<file path="src/rtl/uart_rx_fc_pkg.sv">
package uart_rx_fc_pkg;
  typedef enum logic [2:0] {
    RX_IDLE,
    RX_START,
    RX_DATA,
    RX_STOP,
    RX_RECOVER
  } rx_state_e;
endpackage

</file>
<file path="src/rtl/uart_rx_sync.sv">
module uart_rx_sync #(
  parameter int STAGES = 2
) (
  input  logic clk_i,
  input  logic rst_ni,
  input  logic d_i,
  output logic q_o
);
  logic [STAGES-1:0] chain_q;

  for (genvar g = 0; g < STAGES; g++) begin : g_stage
    if (g == 0) begin : g_first
      always_ff @(posedge clk_i or negedge rst_ni) begin
        if (!rst_ni) chain_q[g] <= 1'b1;
        else         chain_q[g] <= d_i;
      end
    end else begin : g_rest
      always_ff @(posedge clk_i or negedge rst_ni) begin
        if (!rst_ni) chain_q[g] <= 1'b1;
        else         chain_q[g] <= chain_q[g-1];
      end
    end
  end

  assign q_o = chain_q[STAGES-1];
endmodule

</file>
<file path="src/rtl/uart_rx_deser.sv">
module uart_rx_deser
  import uart_rx_fc_pkg::*;
#(
  parameter int CPB   = 217,
  parameter int WIDTH = 8
) (
  input  logic             clk_i,
  input  logic             rst_ni,
  input  logic             rx_i,
  output logic [WIDTH-1:0] byte_o,
  output logic             done_o
);
  localparam int CW   = (CPB > 2) ? $clog2(CPB) : 2;
  localparam int BW   = (WIDTH > 1) ? $clog2(WIDTH) : 1;
  localparam int HALF = CPB / 2;

  rx_state_e        state_q;
  logic [CW-1:0]    cnt_q;
  logic [BW-1:0]    idx_q;
  logic [WIDTH-1:0] shreg_q;
  logic             done_q;

  always_ff @(posedge clk_i or negedge rst_ni) begin
    if (!rst_ni) begin
      state_q <= RX_IDLE;
      cnt_q   <= '0;
      idx_q   <= '0;
      shreg_q <= '0;
      done_q  <= 1'b0;
    end else begin
      done_q <= 1'b0;
      unique case (state_q)
        RX_IDLE: begin
          cnt_q <= '0;
          if (!rx_i) state_q <= RX_START;
        end
        RX_START: begin
          if (cnt_q == CW'(HALF - 1)) begin
            cnt_q   <= '0;
            idx_q   <= '0;
            // low at mid-bit confirms the start bit
            state_q <= rx_i ? RX_IDLE : RX_DATA;
          end else begin
            cnt_q <= cnt_q + 1'b1;
          end
        end
        RX_DATA: begin
          if (cnt_q == CW'(CPB - 1)) begin
            cnt_q   <= '0;
            shreg_q <= {rx_i, shreg_q[WIDTH-1:1]};
            if (idx_q == BW'(WIDTH - 1)) state_q <= RX_STOP;
            else                         idx_q   <= idx_q + 1'b1;
          end else begin
            cnt_q <= cnt_q + 1'b1;
          end
        end
        RX_STOP: begin
          if (cnt_q == CW'(CPB - 1)) begin
            cnt_q <= '0;
            if (rx_i) begin
              done_q  <= 1'b1;
              state_q <= RX_IDLE;
            end else begin
              state_q <= RX_RECOVER;
            end
          end else begin
            cnt_q <= cnt_q + 1'b1;
          end
        end
        RX_RECOVER: begin
          if (rx_i) state_q <= RX_IDLE;
        end
        default: state_q <= RX_IDLE;
      endcase
    end
  end

  assign byte_o = shreg_q;
  assign done_o = done_q;
endmodule

</file>
<file path="src/rtl/uart_rx_queue.sv">
module uart_rx_queue #(
  parameter int WIDTH      = 8,
  parameter int DEPTH      = 4,
  parameter int CORK_LEVEL = 2
) (
  input  logic                       clk_i,
  input  logic                       rst_ni,
  input  logic                       push_i,
  input  logic [WIDTH-1:0]           push_data_i,
  input  logic                       pop_i,
  output logic [WIDTH-1:0]           rd_data_o,
  output logic                       not_empty_o,
  output logic [$clog2(DEPTH+1)-1:0] fill_o,
  output logic                       cork_o,
  output logic                       overrun_o
);
  localparam int AW = (DEPTH > 1) ? $clog2(DEPTH) : 1;
  localparam int FW = $clog2(DEPTH + 1);

  logic [WIDTH-1:0] mem_q [DEPTH];
  logic [AW-1:0]    wr_q, rd_q;
  logic [FW-1:0]    fill_q;
  logic             ovr_q;
  logic             full, do_push, do_pop;

  assign full    = (fill_q == FW'(DEPTH));
  assign do_pop  = pop_i && (fill_q != '0);
  assign do_push = push_i && !full;

  function automatic logic [AW-1:0] wrap_inc(logic [AW-1:0] p);
    return (p == AW'(DEPTH - 1)) ? '0 : p + 1'b1;
  endfunction

  always_ff @(posedge clk_i) begin
    if (do_push) mem_q[wr_q] <= push_data_i;
  end

  always_ff @(posedge clk_i or negedge rst_ni) begin
    if (!rst_ni) begin
      wr_q   <= '0;
      rd_q   <= '0;
      fill_q <= '0;
      ovr_q  <= 1'b0;
    end else begin
      if (do_push) wr_q <= wrap_inc(wr_q);
      if (do_pop)  rd_q <= wrap_inc(rd_q);
      unique case ({do_push, do_pop})
        2'b10:   fill_q <= fill_q + 1'b1;
        2'b01:   fill_q <= fill_q - 1'b1;
        default: fill_q <= fill_q;
      endcase
      if (push_i && full) ovr_q <= 1'b1;
    end
  end

  assign rd_data_o   = mem_q[rd_q];
  assign not_empty_o = (fill_q != '0);
  assign fill_o      = fill_q;
  assign cork_o      = (fill_q >= FW'(CORK_LEVEL));
  assign overrun_o   = ovr_q;
endmodule

</file>
<file path="src/rtl/uart_rx_fc.sv">
module uart_rx_fc #(
  parameter int CLK_HZ      = 25_000_000,
  parameter int BAUD        = 115_200,
  parameter int DEPTH       = 4,
  parameter int CORK_LEVEL  = 2,
  parameter int SYNC_STAGES = 2
) (
  input  logic       clk_i,
  input  logic       rst_ni,
  input  logic       rx_i,
  output logic [7:0] data_o,
  output logic       valid_o,
  input  logic       ready_i,
  output logic       stop_send_o,
  output logic       overrun_o
);
  localparam int CPB = CLK_HZ / BAUD;
  localparam int FW  = $clog2(DEPTH + 1);

  logic          rx_s;
  logic [7:0]    rx_byte;
  logic          byte_done;
  logic [FW-1:0] fill;

  uart_rx_sync #(.STAGES(SYNC_STAGES)) u_sync (
    .clk_i (clk_i),
    .rst_ni(rst_ni),
    .d_i   (rx_i),
    .q_o   (rx_s)
  );

  uart_rx_deser #(.CPB(CPB), .WIDTH(8)) u_deser (
    .clk_i (clk_i),
    .rst_ni(rst_ni),
    .rx_i  (rx_s),
    .byte_o(rx_byte),
    .done_o(byte_done)
  );

  uart_rx_queue #(.WIDTH(8), .DEPTH(DEPTH), .CORK_LEVEL(CORK_LEVEL)) u_queue (
    .clk_i      (clk_i),
    .rst_ni     (rst_ni),
    .push_i     (byte_done),
    .push_data_i(rx_byte),
    .pop_i      (ready_i),
    .rd_data_o  (data_o),
    .not_empty_o(valid_o),
    .fill_o     (fill),
    .cork_o     (stop_send_o),
    .overrun_o  (overrun_o)
  );
endmodule

</file>
<file path="config.mk">
export PLATFORM = sky130hd
export DESIGN_NAME = uart_rx_fc
export DESIGN_NICKNAME = d
export VERILOG_FILES = /design/src/rtl/uart_rx_fc_pkg.sv /design/src/rtl/uart_rx_sync.sv /design/src/rtl/uart_rx_deser.sv /design/src/rtl/uart_rx_queue.sv /design/src/rtl/uart_rx_fc.sv
export SDC_FILE = /design/constraint.sdc
export NUM_CORES = 1
export LEC_CHECK = 0
export BUFFER_PORTS_ARGS = -buffer_cell sky130_fd_sc_hd__buf_2
export CAP_MARGIN = 20
export CORE_ASPECT_RATIO = 2
export CORE_MARGIN = 1.5
export CORE_UTILIZATION = 50
export CTS_CLUSTER_SIZE = 14
export DETAILED_ROUTE_END_ITERATION = 8
export PLACE_DENSITY = 0.63
export RECOVER_POWER = 50
export REMOVE_ABC_BUFFERS = 1
export SLEW_MARGIN = 15
export SYNTH_ARGS = -nofsm -noshare
export SYNTH_HDL_FRONTEND = slang
export SYNTH_HIERARCHICAL = 1
export SYNTH_SLANG_ARGS = --single-unit
</file>
<file path="constraint.sdc">
create_clock -name clk_i -period 5.5 [get_ports clk_i]
set_input_delay 1.375 -clock clk_i [delete_from_list [all_inputs] [get_ports clk_i]]
set_output_delay 1.375 -clock clk_i [all_outputs]
set_load 0.01 [all_outputs]
</file>
After elaboration in Yosys (flattened, before gate mapping). Memory sizes are Yosys's and may differ from the RTL's. Index checks and enable logic that the tools add are counted.

Register bits after elaboration: 33. Memory bits (writable): 32. Bits of input ports: 4. Output and inout port bits: 11. Word-level logic and storage cells: 75. Memories: 1.

Memory list: u_queue.mem_q (depth 4, bits a word 8, rd ports 1, clocked after Yosys merged registers in 0, wr ports 1, RTL line uart_rx_queue.sv:20) `logic [WIDTH-1:0] mem_q [DEPTH];`.

Add/sub/neg operators: 6. $lt $le $gt $ge: 1. Equal/unequal tests: 19. Multiplexer cells: 24. Reduce and logical (&&, ||, !) cells: 13.

Operators with widths (number): $mux 3 (10); $pmux 8 s3 (1); $mux 8 (2); $pmux 3 s5 (1); $pmux 3 s2 (2); $eq 3x3->1 const B (3); $add 8x1->8 const B (1); $eq 8x7->1 const B (1); $eq 8x8->1 const B (1); $ne 2x1->1 const B (4); $add 3x1->3 const B (2); $eq 2x2->1 const B (3); $eq 3x2->1 const B (2); $mux 2 (3); $ne 2x2->1 const B (3); $reduce_and 6->1 (1); $reduce_bool 3->1 (2); $mux 1 (5); $add 2x1->2 const B (2); $reduce_and 4->1 (1); $reduce_bool 2->1 (2); $eq 3x1->1 const B (1); $ge 3x2->1 const B (1); $logic_and 1x1->1 (3); other kinds (6) (6).

Longest topological paths before layout. Gate-level depths: netlist of the first run.

Depth after elaboration: 5. Depth in mapped cells: 9. Depth with buffers taken out: 9.

Modules after synthesis. Netlist of the first run, hierarchy kept.

By module, submodules not included: uart_rx_queue (times used 1, cells an instance 85, area each 1649.1 um2, seq. area each 1161.1 um2); uart_rx_deser (times used 1, cells an instance 112, area each 1216.2 um2, seq. area each 575.6 um2); uart_rx_sync (times used 1, cells an instance 2, area each 52.6 um2, seq. area each 52.6 um2).

Worst setup path after synthesis of the first run. Ideal clock, no wire load.

Path type: register -> output. From: reg u_queue.rd_q[0]. To: out data_o[0]. Arrival: 1.147 ns. Required time: 4.125 ns. Slack: 2.978 ns. Cell stages (with the launch flop): 3. Path buffers: 1. Cell sequence: dfrtp_1 > buf_2 > mux4_2.

Longest elaborated chain between the ends: 1.

Ends and longest elaborated chain: from (decl) (RTL line uart_rx_queue.sv:21) `logic [AW-1:0] wr_q, rd_q;`; from (signal assigned) (RTL line uart_rx_queue.sv:46) `if (do_pop) rd_q <= wrap_inc(rd_q);`; $mem_v2 4x8; to (decl) (RTL line uart_rx_fc.sv:11) `output logic [7:0] data_o,`.

Every way passes these cells.

Worst setup path in the final report of the first run. Ends and elaborated chain as after synthesis.

==> results.tsv, run 1 <==
metric	value	unit
status	finished with violations	
violations	max-capacitance violations, max-slew violations	
grt-ovfl-total	0	
worst_setup_path_start_kind	flip-flop	
grt_start_max_net_pins	34	
synth.most_common_cell	edfxtp_1	
skew	0.004045	ns
synth-compound-area-share	6.132	%
p_leak	1.218	nW
io_pins	15	
power_density	377.2	mW/mm^2
syn_area	0.002918	sq mm
synthMuxAreaShare	12.18	%
cp-endpoint	data_o[0]	
ys_warn_count	6	
relSlewSlack	-20.16	%
worstSkewPairLatency	0.32	ns
cts_tree	built	
cts_buffers	9	
numPortBuffers	14	
max_freq	317.6	MHz
clk_pin_slew_worst_paths	0.05	ns
num_vias	1614	
crit_required	4.12	ns
cp_max_fo	11	
async_reset_ff_share	50.77	%
track_usage	17.63	%
synthSimpleGateAreaFrac	10.42	%
hold_path.class	flip-flop to flip-flop	
finalWirelength	4878	um
numClockSinks	65	
antennaDiodeCount	0	
cap_violations	1	
power.total	1.247	mW
synth_common_cells	32 x edfxtp_1, 31 x dfrtp_1, 16 x nor2_1, 12 x inv_1, 11 x mux2_2	
cts_resized	0	
initial_utilization	51.55	%
syn_area_per_cell	14.66	sq um
synth_top_family_by_area	multiplexers	
clock_path_buffers	2	
die_w	57.02	um
place_ws	2.657	ns
syn2layout_area_growth	13.34	%
synthFlopType	edfxtp_1	
synth_fa_ha_area_share	4.974	%
drive_gt1_share	27.03	%
die_h	111.0	um
vdd_drop_max	0.0003572	V
grt_pass1_wl	8362	um
grt_antenna_before_repair	0	
crit_type	flip-flop to output pin	
ctsHoldBuffers	0	
final_nets	232	
first_pass_iters	4	
period_minus_slack	3.149	ns
synth-xor-area-share	2.101	%
final_max_slew_viol_count	34	
cp-startpoint	u_queue/rd_q[0]$_DFFE_PN0P_	
critPathBufInv	1	
drtIter0Drc	47	
synth-edff-count	32	
reg2reg_setup_slack	3.32	ns
drc	0	
post_cts_buffers	0	
yosysTopAreaCellShare	32.93	%
coreArea	0.005660	sq mm
detailed_place_hpwl	3518	um
ys_types	51	
crit_cells	2	
cp_data_arrival_time	1.77	ns
fin_setup_tns	0	ns
avgViaCountPerCell	5.703	
rows	39	
wire_per_inst	17.24	um
period_share	57.25	%
cp-end-kind	output pin	
reg2reg_to	u_queue/fill_o[2]$_DFFE_PN0P_	
die-area	0.006330	sq mm
grt_pass1_vias	1767	
synthTopCellsByArea	edfxtp_1 33%, dfrtp_1 27%, mux4_2 6.2%	
setup_viol	0	
ant_nets	0	
holdWs	0.3571	ns
hold_viol	0	
max_stage_delay	0.72	ns
ys_ff_latch	65	
timing.rr.start	u_queue/fill_o[0]$_DFFE_PN0P_	
r2r_cells	9	
synth_top_area_cell	edfxtp_1	
rsz0062_at_grt	no	
ys_seq_area_share	61.32	%
critPathTopFamily	flip-flops	
gp_congestion	0.8887	
path_cells	mux4_2 > buf_2	
tightest_slew	1.802	ns
fin_ws	2.351	ns
clockRootBuffer	clkbuf_16	
htreeDepth	3	
syn_inst	199	
cp_slowest_cell	dfrtp_1	
[power by group]
part	internal [mW]	switching (mW)	leakage, nW
clock network	0.361	0.193	0.142
registers	0.529	0.0485	0.648
logic	0.0685	0.0476	0.429
total	0.958	0.289	1.22
[final cells by class]
cell class                      instances  area, sq um
Sequential cell                        65         1789
Tap cell                               61        76.32
Clock buffer                           11        242.7
Fill cell                             465         2354
Multi-Input combinational cell        115         1030
Inverter                               12        45.04
Clock inverter                          5        55.05
Timing Repair Buffer                   14        68.82
[cell usage in the layout, fill, tap and decap left out, types with 3 or more instances in the layout]
cell type / instances
a21oi_1: 5
and2_0: 4
buf_2: 13
clkbuf_16: 9
dfrtp_1: 31
edfxtp_1: 32
ha_1: 10
inv_1: 12
mux2_2: 11
mux4_2: 8
nand2_1: 8
nor2_1: 16
o21ai_0: 6
xnor2_1: 4
xor2_1: 3
[state kept, by name (all words and copies together), names as in the netlist]
| signal | count |
|---|---|
| u_queue/fill_o | 3 |
| u_queue/overrun_o | 1 |
| u_queue/mem_q | 32 |
| u_queue/rd_q | 2 |
| u_sync/chain_q | 1 |
| u_deser/done_o | 1 |
| u_queue/wr_q | 2 |
| u_deser/byte_o | 8 |
| u_deser/state_q | 3 |
| u_deser/idx_q | 3 |
| u_deser/cnt_q | 8 |
| u_sync/q_o | 1 |
[through the flow]
step                util (%)  area (sq um)  std cells
floorplan                  -          2879        192
global placement       53.45          3025        267
detailed placement     53.45          3025        267
CTS                    58.71          3323        283
global route           58.42          3307        283
finish                 58.42          3307        283
[worst min path at each step]
stage	start	end	slack [ns]	cells after the start
3_5_place_dp	u_sync/chain_q[0]$_DFF_PN1_	u_sync/q_o$_DFF_PN1_	0.35	0
2_1_floorplan	u_sync/chain_q[0]$_DFF_PN1_	u_sync/q_o$_DFF_PN1_	0.35	0
3_3_place_gp	u_sync/chain_q[0]$_DFF_PN1_	u_sync/q_o$_DFF_PN1_	0.35	0
6_report	u_sync/chain_q[0]$_DFF_PN1_	u_sync/q_o$_DFF_PN1_	0.36	0
5_1_grt	u_sync/chain_q[0]$_DFF_PN1_	u_sync/q_o$_DFF_PN1_	0.37	0
4_1_cts	u_sync/chain_q[0]$_DFF_PN1_	u_sync/q_o$_DFF_PN1_	0.36	0
[metal layers]
layer  wire (um)  global-route usage (%)  up-vias  part of all wire [%]
met3         105                   3.734        8                   2.2
met5           0                       0        -                     0
met1        1736                   16.88      818                    36
met4         112                   10.39        0                   2.3
met2        2923                   32.57       25                    60
li1            -                       -      763                     -
[cell families after synthesis]
group	Yosys count
AOI/OAI and AO/OA	23
and+or+nand+nor	51
adders and majority gates	11
muxes	23
buffers and inverters	19
xor gates and xnor gates	7
DFF	65
Note: power is estimated with default switching activity, not from simulation.
==> inputs of run 2 (changes only) <==
- ABC_AREA: not set -> 1
- clock period: 5.5 -> 3.3 ns (I/O delays scaled with it)
==> run 2 against run 1 <==
The run still ends with max-capacitance violations, max-slew violations left. Area after synthesis increased by 7.0%. Critical path depth increased by 2. Non-clock buffer count increased by 1. Total power increased by 90%. Synthesized cell count increased by 62%. Design area increased by 5.8%. Combinational power increased to 3.1 times the previous value. Final cell count increased by 44%. First-iteration DRC count increased by 62%. Clock power increased by 90%. Global-route usage increased by 0.88 points. Largest cell class unchanged.
==> results.tsv, run 2 <==
metric	value	unit	change
synth_common_cells	93 x nand2_1, 50 x inv_1, 32 x edfxtp_1, 31 x dfrtp_1, 23 x nor2_1		
hold_path.class	flip-flop to flip-flop		
avgViaCountPerCell	5.135		-10%
cp-end-kind	output pin		
seqPwrFrac	40.7	%	-5.6 points
power.total	2.374	mW	+90%
dp.cells	391		+46%
p_leak	1.581	nW	+30%
synth.most_common_cell	nand2_1		
power_density	678.5	mW/mm^2	+80%
num_vias	2090		+29%
ctsHoldBuffers	0		unchanged
clock_power_share	44.4	%	about the same
cts_resized	0		unchanged
grt-ovfl-total	0		unchanged
hold_viol	0		unchanged
worst_hold_path.num_cells	0		unchanged
htreeDepth	3		unchanged
grt_pass1_wl	9108	um	+8.9%
rsz0062_at_grt	no		
drive_gt1_share	11.34	%	-16 points
holdWs	0.3542	ns	-0.002907 ns
reg2reg_to	u_queue/fill_o[2]$_DFFE_PN0P_		
die_w	58.87	um	+3.3%
io_pins	15		unchanged
largest_reg_flops	32		unchanged
synthSimpleGateAreaFrac	21.04	%	+11 points
reg2reg_setup_slack	1.34	ns	-1.98 ns
first_pass_iters	4		unchanged
synthFlopType	edfxtp_1		
hp-start	u_sync/chain_q[0]$_DFF_PN1_		
swShare	25.62	%	+2.4 points
numClockSinks	65		unchanged
final_nets	354		+53%
syn_area	0.003122	sq mm	+7.0%
cap_violations	1		unchanged
cp_max_fo	33		+22
synth-compound-area-share	6.253	%	+0.12 points
rows	40		+2.6%
grt_pass1_vias	2043		+16%
cts_buffers	9		unchanged
layout_common_cells	94 x nand2_1, 50 x inv_1, 32 x edfxtp_1		
synth-edff-count	32		unchanged
syn_area_per_cell	9.695	sq um	-34%
synth-xor-area-share	1.122	%	-0.98 points
clockRootBuffer	clkbuf_16		
vdd_drop_max	0.0006114	V	+71%
cp-startpoint	u_queue/rd_q[0]$_DFFE_PN0P_		
period_share	78.60	%	
ys_ff_latch	65		unchanged
drc	0		unchanged
grt_start_max_net_pins	34		unchanged
p_int	1.766	mW	+84%
ys_types	25		-51%
p_switching	608.1	uW	+110%
track_usage	18.51	%	+0.88 points
coreArea	0.006006	sq mm	+6.1%
timing.rr.start	u_queue/fill_o[0]$_DFFE_PN0P_		
syn_inst	322		+62%
syn2layout_area_growth	12.06	%	
r2r_cells	10		+1
whs_endpoint	u_sync/q_o$_DFF_PN1_		
clk_pin_slew_worst_paths	0.05	ns	about the same
ys_warn_count	6		unchanged
max_freq	385.5	MHz	
yosysTopAreaCellShare	30.78	%	-2.2 points
cp_data_arrival_time	1.77	ns	about the same
clock_path_buffers	2		unchanged
setup_viol	0		unchanged
grt_antenna_before_repair	0		unchanged
synth_fa_ha_area_share	4.649	%	-0.32 points
ys_seq_area_share	57.31	%	-4.0 points
initial_utilization	51.98	%	+0.43 points
period_minus_slack	2.594	ns	
relSlewSlack	-21.69	%	-1.5 points
synth_top_family_by_area	simple AND/OR/NAND/NOR gates		
detailed_place_hpwl	3929	um	+12%
layout_commonest_cell	nand2_1		
antennaDiodeCount	0		unchanged
gp_congestion	0.8379		-5.7%
final_max_slew_viol_count	34		unchanged
die-area	0.006755	sq mm	+6.7%
violations	max-capacitance violations, max-slew violations		
ant_nets	0		unchanged
die_h	114.7	um	+3.3%
synthTopCellsByArea	edfxtp_1 31%, dfrtp_1 25%, nand2_1 11%		
numPortBuffers	14		unchanged
crit_type	flip-flop to output pin		
utilization	58.25	%	-0.17 points
wire_per_inst	13.47	um	-22%
final_cells	407		+44%
synth_top_area_cell	edfxtp_1		
fin_setup_tns	0	ns	unchanged
status	finished with violations		
crit_required	2.47	ns	-1.65 ns
tightest_slew	1.825	ns	+0.02296 ns
skew	0.004428	ns	+0.0003833 ns
combPwrFrac	14.9	%	+5.6 points
async_reset_ff_share	50.77	%	unchanged
regMostFlops	u_queue/mem_q		
post_cts_buffers	0		unchanged
synthMuxAreaShare	0	%	-12 points
drtIter0Drc	76		+62%
finalWirelength	5482	um	+12%
worstSkewPairLatency	0.33	ns	about the same
cts_tree	built		
worst_setup_path_start_kind	flip-flop		
## run 2: cell types whose count changed in the layout (fill, tap and decap cells not counted), sizes merged, moves of 8 or more
cell	delta
o211ai	+16
mux2	-14
inv	+41
mux4	-8
nand3	+13
nand2	+89
nand4	+9
## run 2: final cells by class
class | count | area (sq um)
fill | 555 | 2507
sequential | 65 | 1789
multi-input combinational | 195 | 1020
clock buffer | 10 | 229.0
inverter | 53 | 198.9
clock inverter | 6 | 106.4
tap | 63 | 78.83
timing repair buffer | 15 | 76.32
## run 2: how the worst max path moves through the flow
stage	slack, ns	depth (start not counted)	end
2_1_floorplan	1.35	3	data_o[0]
3_3_place_gp	1.09	4	data_o[0]
3_5_place_dp	1.03	4	data_o[5]
4_1_cts	0.68	4	data_o[5]
5_1_grt	0.55	4	data_o[2]
6_report	0.71	4	data_o[5]
## run 2: cell families after synthesis
| logic type | count (synthesis) |
|---|---|
| AND/OR/NAND/NOR | 150 |
| buffers and inverters | 62 |
| AO/OA/AOI/OAI | 30 |
| XOR/XNOR | 4 |
| flip-flops | 65 |
| adder cells (fa/ha/maj) | 11 |
## run 2: stage by stage
stage / setup WS (ns) / instance area, sq um
5_1_grt: 0.5480 / 3498
4_1_cts: 0.6762 / 3512
6_report: 0.7060 / 3498
3_5_place_dp: 1.028 / 3177
3_3_place_gp: 1.091 / 3177
2_1_floorplan: 1.352 / 3020
## run 2: power groups by stage
stage | registers [mW] | clock network, mW | logic (mW)
floorplan | 0.959 | 0 | 0.247
global placement | 0.982 | 0 | 0.356
detailed placement | 0.986 | 0 | 0.370
CTS | 0.970 | 1.08 | 0.373
global route | 0.979 | 1.11 | 0.407
finish | 0.966 | 1.05 | 0.355
## run 2: layer usage
layer	track usage [%]	vias up	share of wire (%)
li1	-	1080	-
met1	17.60	969	36
met2	33.56	31	58
met3	5.399	10	3.1
met4	10.76	0	2.4
met5	0	-	0
## run 2: worst max-delay path, stage by stage (launching register included)
cell and delay (ns):
dfrtp_1 0.95, nand2_1 0.15, o211ai_1 0.13, nand2_1 0.07, buf_2 0.14
==> inputs of run 3 (changes only) <==
- ABC_AREA: 1 -> 0
- clock period: 3.3 -> 2.66 ns (I/O delays scaled with it)
==> run 3 against run 2 <==
The run still ends with max-capacitance violations, max-slew violations left. Clock-buffer cell count grew 1. Die area shrank 6.3%. Routed wire length shrank 11%. Final cell count shrank 30%. Sequential share of layout area grew 2.8 points. Clock skew is essentially flat. Design area shrank 5.2%. Clock power grew 9.5%. Global-route usage shrank 0.88 points.
==> results.tsv, run 3 (synthesis results as in run 1) <==
metric	value	unit	change
ant_nets	0		unchanged
die-area	0.006330	sq mm	-6.3%
utilization	58.62	%	+0.37 points
final_max_slew_viol_count	34		unchanged
io_pins	15		unchanged
grt_pass1_wl	8362	um	-8.2%
hold_viol	0		unchanged
finalWirelength	4884	um	-11%
wire_per_inst	17.26	um	+28%
grt_antenna_before_repair	0		unchanged
die_h	111.0	um	-3.2%
cp_max_fo	11		-67%
drtIter0Drc	44		-42%
clockRootBuffer	clkbuf_16		
dp.cells	267		-32%
period_share	91.78	%	
p_leak	1.229	nW	-22%
die_w	57.02	um	-3.2%
status	finished with violations		
cts_tree	built		
fin_ws	0.2187	ns	-0.4873 ns
layout_common_cells	32 x edfxtp_1, 31 x dfrtp_1, 16 x nor2_1		
track_usage	17.63	%	-0.88 points
power_density	783.8	mW/mm^2	+16%
worst_setup_path_start_kind	flip-flop		
holdWs	0.3571	ns	+0.002904 ns
cap_violations	1		unchanged
final_nets	232		-34%
gp_congestion	0.8888		+6.1%
crit_required	2.00	ns	-0.47 ns
ctsHoldBuffers	0		unchanged
clock_path_buffers	2		unchanged
place_ws	0.5272	ns	-0.5004 ns
largest_reg_flops	32		unchanged
cp-end-kind	output pin		
avgViaCountPerCell	5.714		+11%
detailed_place_hpwl	3518	um	-10%
htreeDepth	3		unchanged
regMostFlops	u_queue/mem_q		
grt_pass1_vias	1767		-14%
cts_buffers	9		unchanged
grt_start_max_net_pins	34		unchanged
syn2layout_area_growth	13.72	%	
max_freq	409.6	MHz	
initial_utilization	51.55	%	-0.43 points
rsz0062_at_grt	no		
coreArea	0.005660	sq mm	-5.7%
final_cells	283		-30%
fin_setup_tns	0	ns	unchanged
layout_commonest_cell	edfxtp_1		
rows	39		-2.5%
num_vias	1617		-23%
violations	max-capacitance violations, max-slew violations		
drc	0		unchanged
relSlewSlack	-20.11	%	+1.6 points
clk_pin_slew_worst_paths	0.05	ns	about the same
post_cts_buffers	0		unchanged
setup_viol	0		unchanged
hold_path.class	flip-flop to flip-flop		
skew	0.004045	ns	-0.0003834 ns
drive_gt1_share	27.93	%	+17 points
period_minus_slack	2.441	ns	
tightest_slew	1.802	ns	-0.02375 ns
worstSkewPairLatency	0.32	ns	about the same
crit_type	flip-flop to output pin		
antennaDiodeCount	0		unchanged
first_pass_iters	4		unchanged
vdd_drop_max	0.0007385	V	+21%
numPortBuffers	14		unchanged
grt-ovfl-total	0		unchanged
numClockSinks	65		unchanged
cp_data_arrival_time	1.78	ns	about the same
cts_resized	0		unchanged
-- run 3: cell type report --
class | count | area (sq um)
Inverter | 12 | 45.04
Clock inverter | 5 | 55.05
Clock buffer | 11 | 242.7
Fill cell | 463 | 2342
Timing Repair Buffer | 14 | 68.82
Tap cell | 61 | 76.32
Sequential cell | 65 | 1789
Multi-Input combinational cell | 115 | 1041
-- run 3: per-layer routing --
metal | up-vias | GRT usage (%) | routed length, um
li1 | 764 | - | -
met1 | 820 | 16.88 | 1728
met2 | 25 | 32.57 | 2937
met3 | 8 | 3.734 | 105
met4 | 0 | 10.39 | 112
met5 | - | 0 | 0
-- run 3: worst paths after layout --
check                                         startpoint                       endpoint  slack (ns)  depth (start not counted)
setup / recovery             u_queue/rd_q[0]$_DFFE_PN0P_                      data_o[0]        0.22                          2
hold / removal               u_sync/chain_q[0]$_DFF_PN1_           u_sync/q_o$_DFF_PN1_        0.36                          0
setup reg to reg           u_queue/fill_o[0]$_DFFE_PN0P_  u_queue/fill_o[2]$_DFFE_PN0P_        0.48                          9
hold reg to reg              u_sync/chain_q[0]$_DFF_PN1_           u_sync/q_o$_DFF_PN1_        0.36                          0
max in group asynchronous                         rst_ni    u_queue/rd_q[1]$_DFFE_PN0P_        0.79                          1
min in group asynchronous                         rst_ni  u_deser/byte_o[5]$_DFFE_PN0P_        0.83                          1
-- run 3: critical path, stage by stage (launching register included) --
cell,delay [ns]
dfrtp_1,0.72
mux4_2,0.58
buf_2,0.15
-- run 3: metrics by stage --
step	total power [mW]	instance area, sq um
finish	2.601	3318
global route	2.712	3318
CTS	2.630	3323
detailed placement	1.479	3025
global placement	1.459	3025
floorplan	1.397	2879
-- run 3: power by group --
group / switching (mW) / total [mW] / internal (mW)
Combinational: 0.105 / 0.260 / 0.155
Sequential: 0.101 / 1.19 / 1.09
Clock: 0.400 / 1.15 / 0.746
